===== config.mk =====
export PLATFORM = sky130hd
export DESIGN_NAME = cascade_fifo
export DESIGN_NICKNAME = d
export VERILOG_FILES = /design/src/rtl/cfifo_pkg.sv /design/src/rtl/cfifo_strobe.sv /design/src/rtl/cfifo_token.sv /design/src/rtl/cfifo_store.sv /design/src/rtl/cfifo_flags.sv /design/src/rtl/cascade_fifo.sv
export SDC_FILE = /design/constraint.sdc
export NUM_CORES = 2
export LEC_CHECK = 0
export CAP_MARGIN = 20
export CORE_MARGIN = 8
export CORE_UTILIZATION = 54
export DETAILED_ROUTE_END_ITERATION = 10
export DONT_BUFFER_PORTS = 1
export PLACE_DENSITY_LB_ADDON = 0.1
export SETUP_SLACK_MARGIN = 0.2
export SYNTH_ARGS = -nofsm -noshare
export SYNTH_HDL_FRONTEND = slang
export SYNTH_MEMORY_MAX_BITS = 65536
export SYNTH_SLANG_ARGS = --single-unit

===== constraint.sdc =====
create_clock -name clk -period 5 [get_ports clk]
set_input_delay 0 -clock clk [delete_from_list [all_inputs] [get_ports clk]]
set_output_delay 0 -clock clk [all_outputs]
set_load 0.005 [all_outputs]

===== src/rtl/cfifo_pkg.sv =====
// Shared types for the cascadable FIFO.
// Assumes: all consumers run in the single system clock domain.
package cfifo_pkg;

    // Strobe events decoded from the sampled active-low strobes.
    typedef struct packed {
        logic wr_done;   // write strobe released: commit point
        logic rd_begin;  // read strobe asserted: read start point
        logic rd_idle;   // read strobe currently high
    } strobe_ev_t;

endpackage


===== src/rtl/cfifo_strobe.sv =====
// Turns the active-low strobes into single-cycle events.
// Assumes: strobes are already synchronous to clk and are high during reset.
module cfifo_strobe
    import cfifo_pkg::*;
(
    input  logic       clk,
    input  logic       rst_n,
    input  logic       wr_n,
    input  logic       rd_n,
    output strobe_ev_t ev
);

    logic wr_q;
    logic rd_q;

    // Keep the previous strobe levels for edge detection.
    always_ff @(posedge clk) begin
        if (!rst_n) begin
            wr_q <= 1'b1;
            rd_q <= 1'b1;
        end else begin
            wr_q <= wr_n;
            rd_q <= rd_n;
        end
    end

    // Decode the edges against the stored levels.
    always_comb begin
        ev.wr_done  = wr_n & ~wr_q;
        ev.rd_begin = ~rd_n & rd_q;
        ev.rd_idle  = rd_n;
    end

endmodule


===== src/rtl/cfifo_token.sv =====
// Ownership of one direction (write or read) in a chain of FIFOs.
// Variant chosen by EXPAND_EN: chained (token passed around a ring) or
// standalone (token always held). Both variants emit a one-cycle low
// pulse when the last physical location is used.
// Assumes: op_go is only asserted while hold is 1.
module cfifo_token #(
    parameter bit EXPAND_EN = 1'b1,
    parameter bit LEAD      = 1'b1
) (
    input  logic clk,
    input  logic rst_n,
    input  logic op_go,
    input  logic at_last,
    input  logic grant_n,
    output logic hold,
    output logic pass_n
);

    logic pass_q;

    // Register the hand-off pulse so it lasts exactly one cycle.
    always_ff @(posedge clk) begin
        if (!rst_n) pass_q <= 1'b1;
        else        pass_q <= ~(op_go & at_last);
    end

    assign pass_n = pass_q;

    generate
        if (EXPAND_EN) begin : g_chain
            logic hold_q;

            // Drop the token after the last location; take it on a grant pulse.
            always_ff @(posedge clk) begin
                if (!rst_n)                hold_q <= LEAD;
                else if (op_go && at_last) hold_q <= 1'b0;
                else if (!grant_n)         hold_q <= 1'b1;
            end

            assign hold = hold_q;
        end else begin : g_solo
            logic unused_solo;
            assign unused_solo = grant_n ^ LEAD;
            assign hold = 1'b1;
        end
    endgenerate

endmodule


===== src/rtl/cfifo_store.sv =====
// Dual-port word storage with independent wrapping write and read pointers.
// Assumes: callers never write when full nor read when empty.
module cfifo_store #(
    parameter int DATA_W = 9,
    parameter int DEPTH  = 512
) (
    input  logic              clk,
    input  logic              rst_n,
    input  logic              wr_go,
    input  logic              rd_go,
    input  logic [DATA_W-1:0] din,
    output logic [DATA_W-1:0] rd_word,
    output logic              w_last,
    output logic              r_last
);

    localparam int AW = $clog2(DEPTH);
    localparam logic [AW-1:0] LAST = AW'(DEPTH - 1);

    logic [DATA_W-1:0] mem [DEPTH];
    logic [AW-1:0]     wptr;
    logic [AW-1:0]     rptr;

    // Write port: store the incoming word at the write pointer.
    always_ff @(posedge clk) begin
        if (wr_go) mem[wptr] <= din;
    end

    // Advance both pointers with wrap at the last location.
    always_ff @(posedge clk) begin
        if (!rst_n) begin
            wptr <= '0;
            rptr <= '0;
        end else begin
            if (wr_go) wptr <= (wptr == LAST) ? '0 : wptr + 1'b1;
            if (rd_go) rptr <= (rptr == LAST) ? '0 : rptr + 1'b1;
        end
    end

    assign rd_word = mem[rptr];
    assign w_last  = (wptr == LAST);
    assign r_last  = (rptr == LAST);

endmodule


===== src/rtl/cfifo_flags.sv =====
// Occupancy counter and registered active-low status flags.
// Assumes: wr_go is gated by full_n and rd_go by empty_n.
module cfifo_flags #(
    parameter int DEPTH = 512
) (
    input  logic clk,
    input  logic rst_n,
    input  logic wr_go,
    input  logic rd_go,
    output logic empty_n,
    output logic half_n,
    output logic full_n
);

    localparam int CW = $clog2(DEPTH + 1);
    localparam logic [CW-1:0] FULL_C = CW'(DEPTH);
    localparam logic [CW-1:0] HALF_C = CW'(DEPTH / 2);

    logic [CW-1:0] occ_q;
    logic [CW-1:0] occ_d;

    // Next occupancy: a simultaneous write and read cancel out.
    always_comb begin
        unique case ({wr_go, rd_go})
            2'b10:   occ_d = occ_q + 1'b1;
            2'b01:   occ_d = occ_q - 1'b1;
            default: occ_d = occ_q;
        endcase
    end

    // Register the occupancy and flags derived from its next value.
    always_ff @(posedge clk) begin
        if (!rst_n) begin
            occ_q   <= '0;
            empty_n <= 1'b0;
            half_n  <= 1'b1;
            full_n  <= 1'b1;
        end else begin
            occ_q   <= occ_d;
            empty_n <= (occ_d != '0);
            half_n  <= (occ_d < HALF_C);
            full_n  <= (occ_d != FULL_C);
        end
    end

endmodule


===== src/rtl/cascade_fifo.sv =====
// Cascadable FIFO top: strobe decode, token ownership, storage, flags
// and the registered output stage with its output-enable indication.
// Assumes: one clock domain; strobes are held high around reset; in a
// chain all devices share din, wr_n and rd_n and form rings on the
// wx/rx token pins.
module cascade_fifo
    import cfifo_pkg::*;
#(
    parameter int DATA_W    = 9,
    parameter int DEPTH     = 512,
    parameter bit EXPAND_EN = 1'b1,
    parameter bit LEAD      = 1'b1
) (
    input  logic              clk,
    input  logic              rst_n,
    input  logic              wr_n,
    input  logic              rd_n,
    input  logic [DATA_W-1:0] din,
    output logic [DATA_W-1:0] dout,
    output logic              dout_oe,
    output logic              empty_n,
    output logic              half_n,
    output logic              full_n,
    input  logic              wx_in_n,
    output logic              wx_out_n,
    input  logic              rx_in_n,
    output logic              rx_out_n
);

    strobe_ev_t        ev;
    logic              w_hold;
    logic              r_hold;
    logic              w_last;
    logic              r_last;
    logic              wr_go;
    logic              rd_go;
    logic [DATA_W-1:0] rd_word;

    cfifo_strobe u_strobe (
        .clk   (clk),
        .rst_n (rst_n),
        .wr_n  (wr_n),
        .rd_n  (rd_n),
        .ev    (ev)
    );

    // Accept an operation only with the token and room or data available.
    assign wr_go = ev.wr_done  & w_hold & full_n;
    assign rd_go = ev.rd_begin & r_hold & empty_n;

    cfifo_token #(.EXPAND_EN(EXPAND_EN), .LEAD(LEAD)) u_wtok (
        .clk     (clk),
        .rst_n   (rst_n),
        .op_go   (wr_go),
        .at_last (w_last),
        .grant_n (wx_in_n),
        .hold    (w_hold),
        .pass_n  (wx_out_n)
    );

    cfifo_token #(.EXPAND_EN(EXPAND_EN), .LEAD(LEAD)) u_rtok (
        .clk     (clk),
        .rst_n   (rst_n),
        .op_go   (rd_go),
        .at_last (r_last),
        .grant_n (rx_in_n),
        .hold    (r_hold),
        .pass_n  (rx_out_n)
    );

    cfifo_store #(.DATA_W(DATA_W), .DEPTH(DEPTH)) u_store (
        .clk     (clk),
        .rst_n   (rst_n),
        .wr_go   (wr_go),
        .rd_go   (rd_go),
        .din     (din),
        .rd_word (rd_word),
        .w_last  (w_last),
        .r_last  (r_last)
    );

    cfifo_flags #(.DEPTH(DEPTH)) u_flags (
        .clk     (clk),
        .rst_n   (rst_n),
        .wr_go   (wr_go),
        .rd_go   (rd_go),
        .empty_n (empty_n),
        .half_n  (half_n),
        .full_n  (full_n)
    );

    // Output stage: latch the word on a read start, release on strobe high.
    always_ff @(posedge clk) begin
        if (!rst_n) begin
            dout    <= '0;
            dout_oe <= 1'b0;
        end else if (rd_go) begin
            dout    <= rd_word;
            dout_oe <= 1'b1;
        end else if (ev.rd_idle) begin
            dout_oe <= 1'b0;
        end
    end

endmodule


After elaboration in Yosys (flattened, before gate mapping)
Memories as Yosys holds them, arrays and structs flattened. A register that Yosys moved wholly into a read port is not among the register bits. Index checks and enable logic that the tools add are counted.

Flip-flop bits (word level): 38. Latch bits: 0. Memory bits (writable): 4608. ROM bits: 0. Output and inout port bits: 15. Word-level logic and storage cells: 54. Memories kept: 1.

Add/sub/neg operators: 4. Multipliers: 0. Div/mod/pow operators: 0. Magnitude comparators: 1. Equal/unequal tests: 7. Shift operators: 0. Muxes and demuxes: 11. Bitwise logic cells: 12. Reductions and logical operators: 5.

Memories: u_store.mem (depth 512, bits a word 9, read ports 1, clocked after Yosys merged registers in 1, wr ports 1, line cfifo_store.sv:20) `logic [DATA_W-1:0] mem [DEPTH];`.

Operator list (count): $pmux W10 S2 (1); $add A9 B1 Y9 const B (2); $eq A9 B9 Y1 const B (2); $mux W9 (2); $add A10 B1 Y10 const B (1); $lt A10 B9 Y1 const B (1); $ne A10 B10 Y1 const B (1); $reduce_bool A10 Y1 (1); $sub A10 B1 Y10 const B (1); $and A1 B1 Y1 (8); $mux W1 (8); $ne A2 B1 Y1 const B (2); $not A1 Y1 (4); $eq A2 B1 Y1 const B (1); $eq A2 B2 Y1 const B (1); $logic_and A1 B1 Y1 (2); $reduce_bool A2 Y1 (1); $logic_not A1 Y1 (1).

Depth between registers and ports, before layout
Depth after elaboration: 7. Gate-level depth with buffers: 15. Depth with buffers taken out: 12.

Cells and area by module
A second synthesis with hierarchy kept.

Cells, all modules: 9321. Area, all modules: 184674.6 µm².

Modules (own cells, without submodules): cfifo_store (times used 1, cells an instance 9106, area an instance 182830.3 µm², sequential area each 138913.2 µm²); cfifo_flags (times used 1, cells an instance 152, area an instance 1217.4 µm², sequential area each 260.2 µm²); cascade_fifo (times used 1, cells an instance 44, area an instance 419.2 µm², sequential area each 200.2 µm²); cfifo_token (times used 2, cells an instance 6, area an instance 67.6 µm², sequential area each 40.0 µm²); cfifo_strobe (times used 1, cells an instance 7, area an instance 72.6 µm², sequential area each 40.0 µm²).

Worst setup path after synthesis
Ideal clock, no wire load.

Kind: reg-to-reg. Start point: reg u_flags.empty_n. End point: reg u_flags.full_n. Arrival time: 3279 ps. Data required time: 4863 ps. Path slack: 1584 ps. Stages on the path, launching flop included: 16. Path buffers: 3. Clock period less this slack: 3416 ps. Cells stage by stage: dfxtp_1 nand4b_1 inv_1 buf_1 ha_1 clkbuf_1 clkbuf_1 xor2_1 ha_1 and3b_1 o21ai_0 nand3_1 a211oi_1 xnor2_1 and4_1 nand4_1.

Cells in the longest elaborated chain, start to end: 4.

Ends and longest elaborated chain: start: declaration (line cfifo_flags.sv:10) `output logic empty_n,`; start signal: assignment (line cfifo_flags.sv:40) `empty_n <= (occ_d != '0);`; $and A1 B1 Y1 (*) (line cascade_fifo.sv:49) `assign rd_go = ev.rd_begin & r_hold & empty_n;`; named net rd_go (line cascade_fifo.sv:36) `logic rd_go;`; $eq A2 B1 Y1 or $eq A2 B2 Y1 (tied branches) (line cfifo_flags.sv:24) `unique case ({wr_go, rd_go})`; $pmux W10 S2 (*) (line cfifo_flags.sv:24); $ne A10 B10 Y1 (*) (line cfifo_flags.sv:42) `full_n <= (occ_d != FULL_C);`; end signal: assignment (line cfifo_flags.sv:42); end: declaration (line cfifo_flags.sv:12) `output logic full_n`.

Mark *: on every way through the listed nets, which the timed path passes. The rest lies on a longest branch. A chain may end at the register's enable or synchronous reset.

==> impl_results.md <==
- CP Launch Type: flip-flop
- Initial Util: 0.543
- Share of layout cells above drive strength 1: 0.252
- Crit path cell chain: buf_12, buf_12, buf_12, buf_4, mux2i_1, o221ai_1, o22ai_1, o21ai_0, o21ai_0, a2111oi_0, buf_4, a41o_1
- Outcome: complete, but fails checks
- Post-Synth Adder-Cell Area: 0.000690
- Post-synthesis mux area share: 0.161
- Most frequent cell after synthesis: edfxtp_1
- Final hold slack: -0.792 ns
- Initial antenna violation count: 27
- Final Cell Area: 204000 um2
- Synth top area share: 0.763
- GRT Total Usage: 0.273
- Int Pwr: 65.0 mW
- Largest net degree at the start of global routing: 513
- Area Overhead vs Synth: 12.3%
- Violated checks: negative hold slack, max-slew violations
- Top cells by area in the synthesized netlist: edfxtp_1, mux4_2, mux2i_1
- Post-Syn Nets: 8585
- Sw power: 17.4 mW
- Non-Filler Instances: 13800
- Top_reg_cell synth: edfxtp_1
- PostCTS Resize Cnt: 0
- Routed vias: 91000
- Cells after synthesis: 8560
- Main combinational cell family by area after synthesis: multiplexers
- Mapped cell area: 181000 um2
- Final worst path period need: 4.30 ns
- Most frequent CP cell: buf_12
- Post-synth EDFFs: 4608
- Delay-heaviest family, CP: compound AO/OA/AOI/OAI gates
- Initial detailed-routing violation count: 12300
- WL per Instance: 35.7 um
- Fin. Hold Viols: 1268
- Logic pwr share: 0.063
- # rows: 212
- Maximum VDD drop: 0.303 mV
- Total Power: 82.4 mW
- Maximum buffer depth of the clock tree: 4
- Worst path arrival time: 5.22 ns
- Compound-cell area share of the yosys netlist: 0.0199
- CP Class: reg2reg
- Syn. warnings: 0
- Die height: 595 um
- # port buffers: 0
- Clock transition at path regs: 0.06 ns
- Critical path peak fanout: 27
- Max Clk Rate: 0.233 GHz
- Synth Area per Inst: 21.2 um2
- Placed Area: 188000 um2
- Synth async-reset ratio: 0
- Clock Skews: 0.0393 ns
- Dpl hpwl: 282000 um
- CTS Buf Count: 464
- GPL Wtd Cong: 0.845
- DRC: 0
- CP Capture Type: flip-flop
- Final setup viols: 0
- CP Data Required Time: 5.92 ns
- Fraction of synthesized cell area in xor and xnor cells: 0.00116
- GRT met2 Usage: 0.419
- Core area: 334000 um2
- I/O pin count: 30
- Global route overflow: 0
- Post-DRT Antenna Nets: 0
- Relative slew slack: -0.581
- # nets final: 9021
- DIE AREA: 355000 um2
- Buffers and inverters on the worst path: 5
- Vias in the first global route: 90600
- Sw frac: 0.211
- Synth top cells by count: edfxtp_1, mux4_2, nor2_1
- Pre-antenna DRT Iters: 6
- Sequential fraction of design power: 0.522
- Slew Viols, Final: 1719
- Worst-Margin Slew: 2.37 ns
- Register area share after synthesis: 0.768
- Clock share of power: 0.415
- M1 GR Usage: 0.395
- H-tree depth: 5
- RSZ-0062 raised after global routing: no
- Synth area leader: edfxtp_1
- GR peak layer: met2
- Min-delay worst type: in2reg
- Synth Area in Simple Gates: 0.0315
- Post-DR vias/cell: 6.60
- Root Driver: clkbuf_16
- Pwr dens: 405 nW/um2
- Cell variety after synth: 73
- Seq cells post-synth: 4655
- First-pass GRT wire length: 695000 um
- Grt met3 use: 0.0530
- Max incr delay on CP: 0.81 ns
- Final period util: 0.860
- TritonCTS clock tree: done
- Post-Route WL: 492000 um
- Clk Latency, worst-skew pair: 0.99 ns
- Maxcap violations: 0
- Dpl cells: 12900
- CP max-delay cell: a2111oi_0
- Static Leak: 62.3 nW
- CTS Sinks: 4655
- DIE WIDTH: 595 um
==> per-stage QoR <==
| stage | hold WS [ns] | TNS [ns] | worst slack [ns] | utilization |
|---|---|---|---|---|
| finish | -0.792 | 0 | 0.702 | 0.609 |
| global route | -0.840 | 0 | 0.611 | 0.609 |
| CTS | -0.886 | 0 | 0.639 | 0.609 |
| detailed placement | 0.0740 | 0 | 0.687 | 0.564 |
| global placement | 0.0681 | -0.155 | -0.155 | 0.564 |
| floorplan | 0.0989 | 0 | 1.58 | - |
==> routing by layer <==
| metal | wire length (um) | up-vias |
|---|---|---|
| li1 | - | 36500 |
| met1 | 198000 | 48900 |
| met2 | 230000 | 4663 |
| met3 | 43600 | 939 |
| met4 | 20900 | 14 |
| met5 | 87 | - |
==> flip-flops by register name, summed over array words and instances (netlist names) <==
register and flops:
u_store.mem 4608, u_flags.occ_q 10, dout 9, u_store.rptr 9, u_store.wptr 9, dout_oe 1, u_flags.empty_n 1, u_flags.full_n 1
u_flags.half_n 1, u_rtok.hold 1, u_rtok.pass_n 1, u_strobe.rd_q 1, u_strobe.wr_q 1, u_wtok.hold 1, u_wtok.pass_n 1
==> placed cells by master, fill, tap and decap left out, types with 19 or more instances in the layout <==
cell / synthesis / layout
a21oi_1: 81 / 81
a31oi_1: 36 / 36
a32oi_1: 30 / 30
and3_1: 29 / 29
buf_12: 4 / 60
buf_4: 51 / 414
bufinv_16: 0 / 41
clkbuf_1: 215 / 101
clkbuf_16: 0 / 477
clkinv_1: 2 / 111
clkinv_2: 0 / 85
dfxtp_1: 47 / 40
edfxtp_1: 4608 / 4608
mux2_2: 19 / 19
mux2i_1: 261 / 261
mux4_2: 1171 / 1171
nand2_1: 460 / 442
nand3_1: 115 / 115
nand4_1: 20 / 20
nor2_1: 621 / 618
nor3_1: 30 / 30
o21ai_0: 64 / 64
o221ai_1: 70 / 70
o22ai_1: 65 / 65
==> cell families after synthesis <==
logic type	count (synthesis)
flip-flops	4655
AND/OR/NAND/NOR	1365
XOR/XNOR	24
adder cells (fa/ha/maj)	10
buffers and inverters	545
multiplexers	1452
AO/OA/AOI/OAI	509
==> cell type report <==
cell class                      instances  area, um2
Antenna cell                           17       42.5
Clock buffer                          581      12400
Inverter                               17       88.8
Fill cell                           23400     130000
Timing Repair Buffer                  498       4690
Sequential cell                      4655     139000
Tap cell                             4387       5490
Clock inverter                        271       2450
Multi-Input combinational cell       3360      39100
==> power groups by stage <==
stage | combinational [mW] | clock (mW) | sequential, mW
floorplan | 3.83 | 0 | 43.7
CTS | 5.01 | 34.6 | 43.0
detailed placement | 4.99 | 0 | 43.8
finish | 5.16 | 34.2 | 43.0
global placement | 4.96 | 0 | 43.8
global route | 5.46 | 35.9 | 43.0
==> final timing paths <==
kind	startpoint	to	slack [ns]	cells past startpoint
min	din[5]	u_store.mem[24][5]	-0.79	0
max reg2reg	u_store.rptr[0]	dout[5]	0.70	12
min reg2reg	dout_oe	dout_oe	0.49	2
max	u_store.rptr[0]	dout[5]	0.70	12
==> timing repair <==
item | in CTS | in global routing
hold buffers | 9 | 5
hold endpoints to repair | 4655 | 3489
setup buffers | 0 | 0
Power figures use the tool's default switching activity.
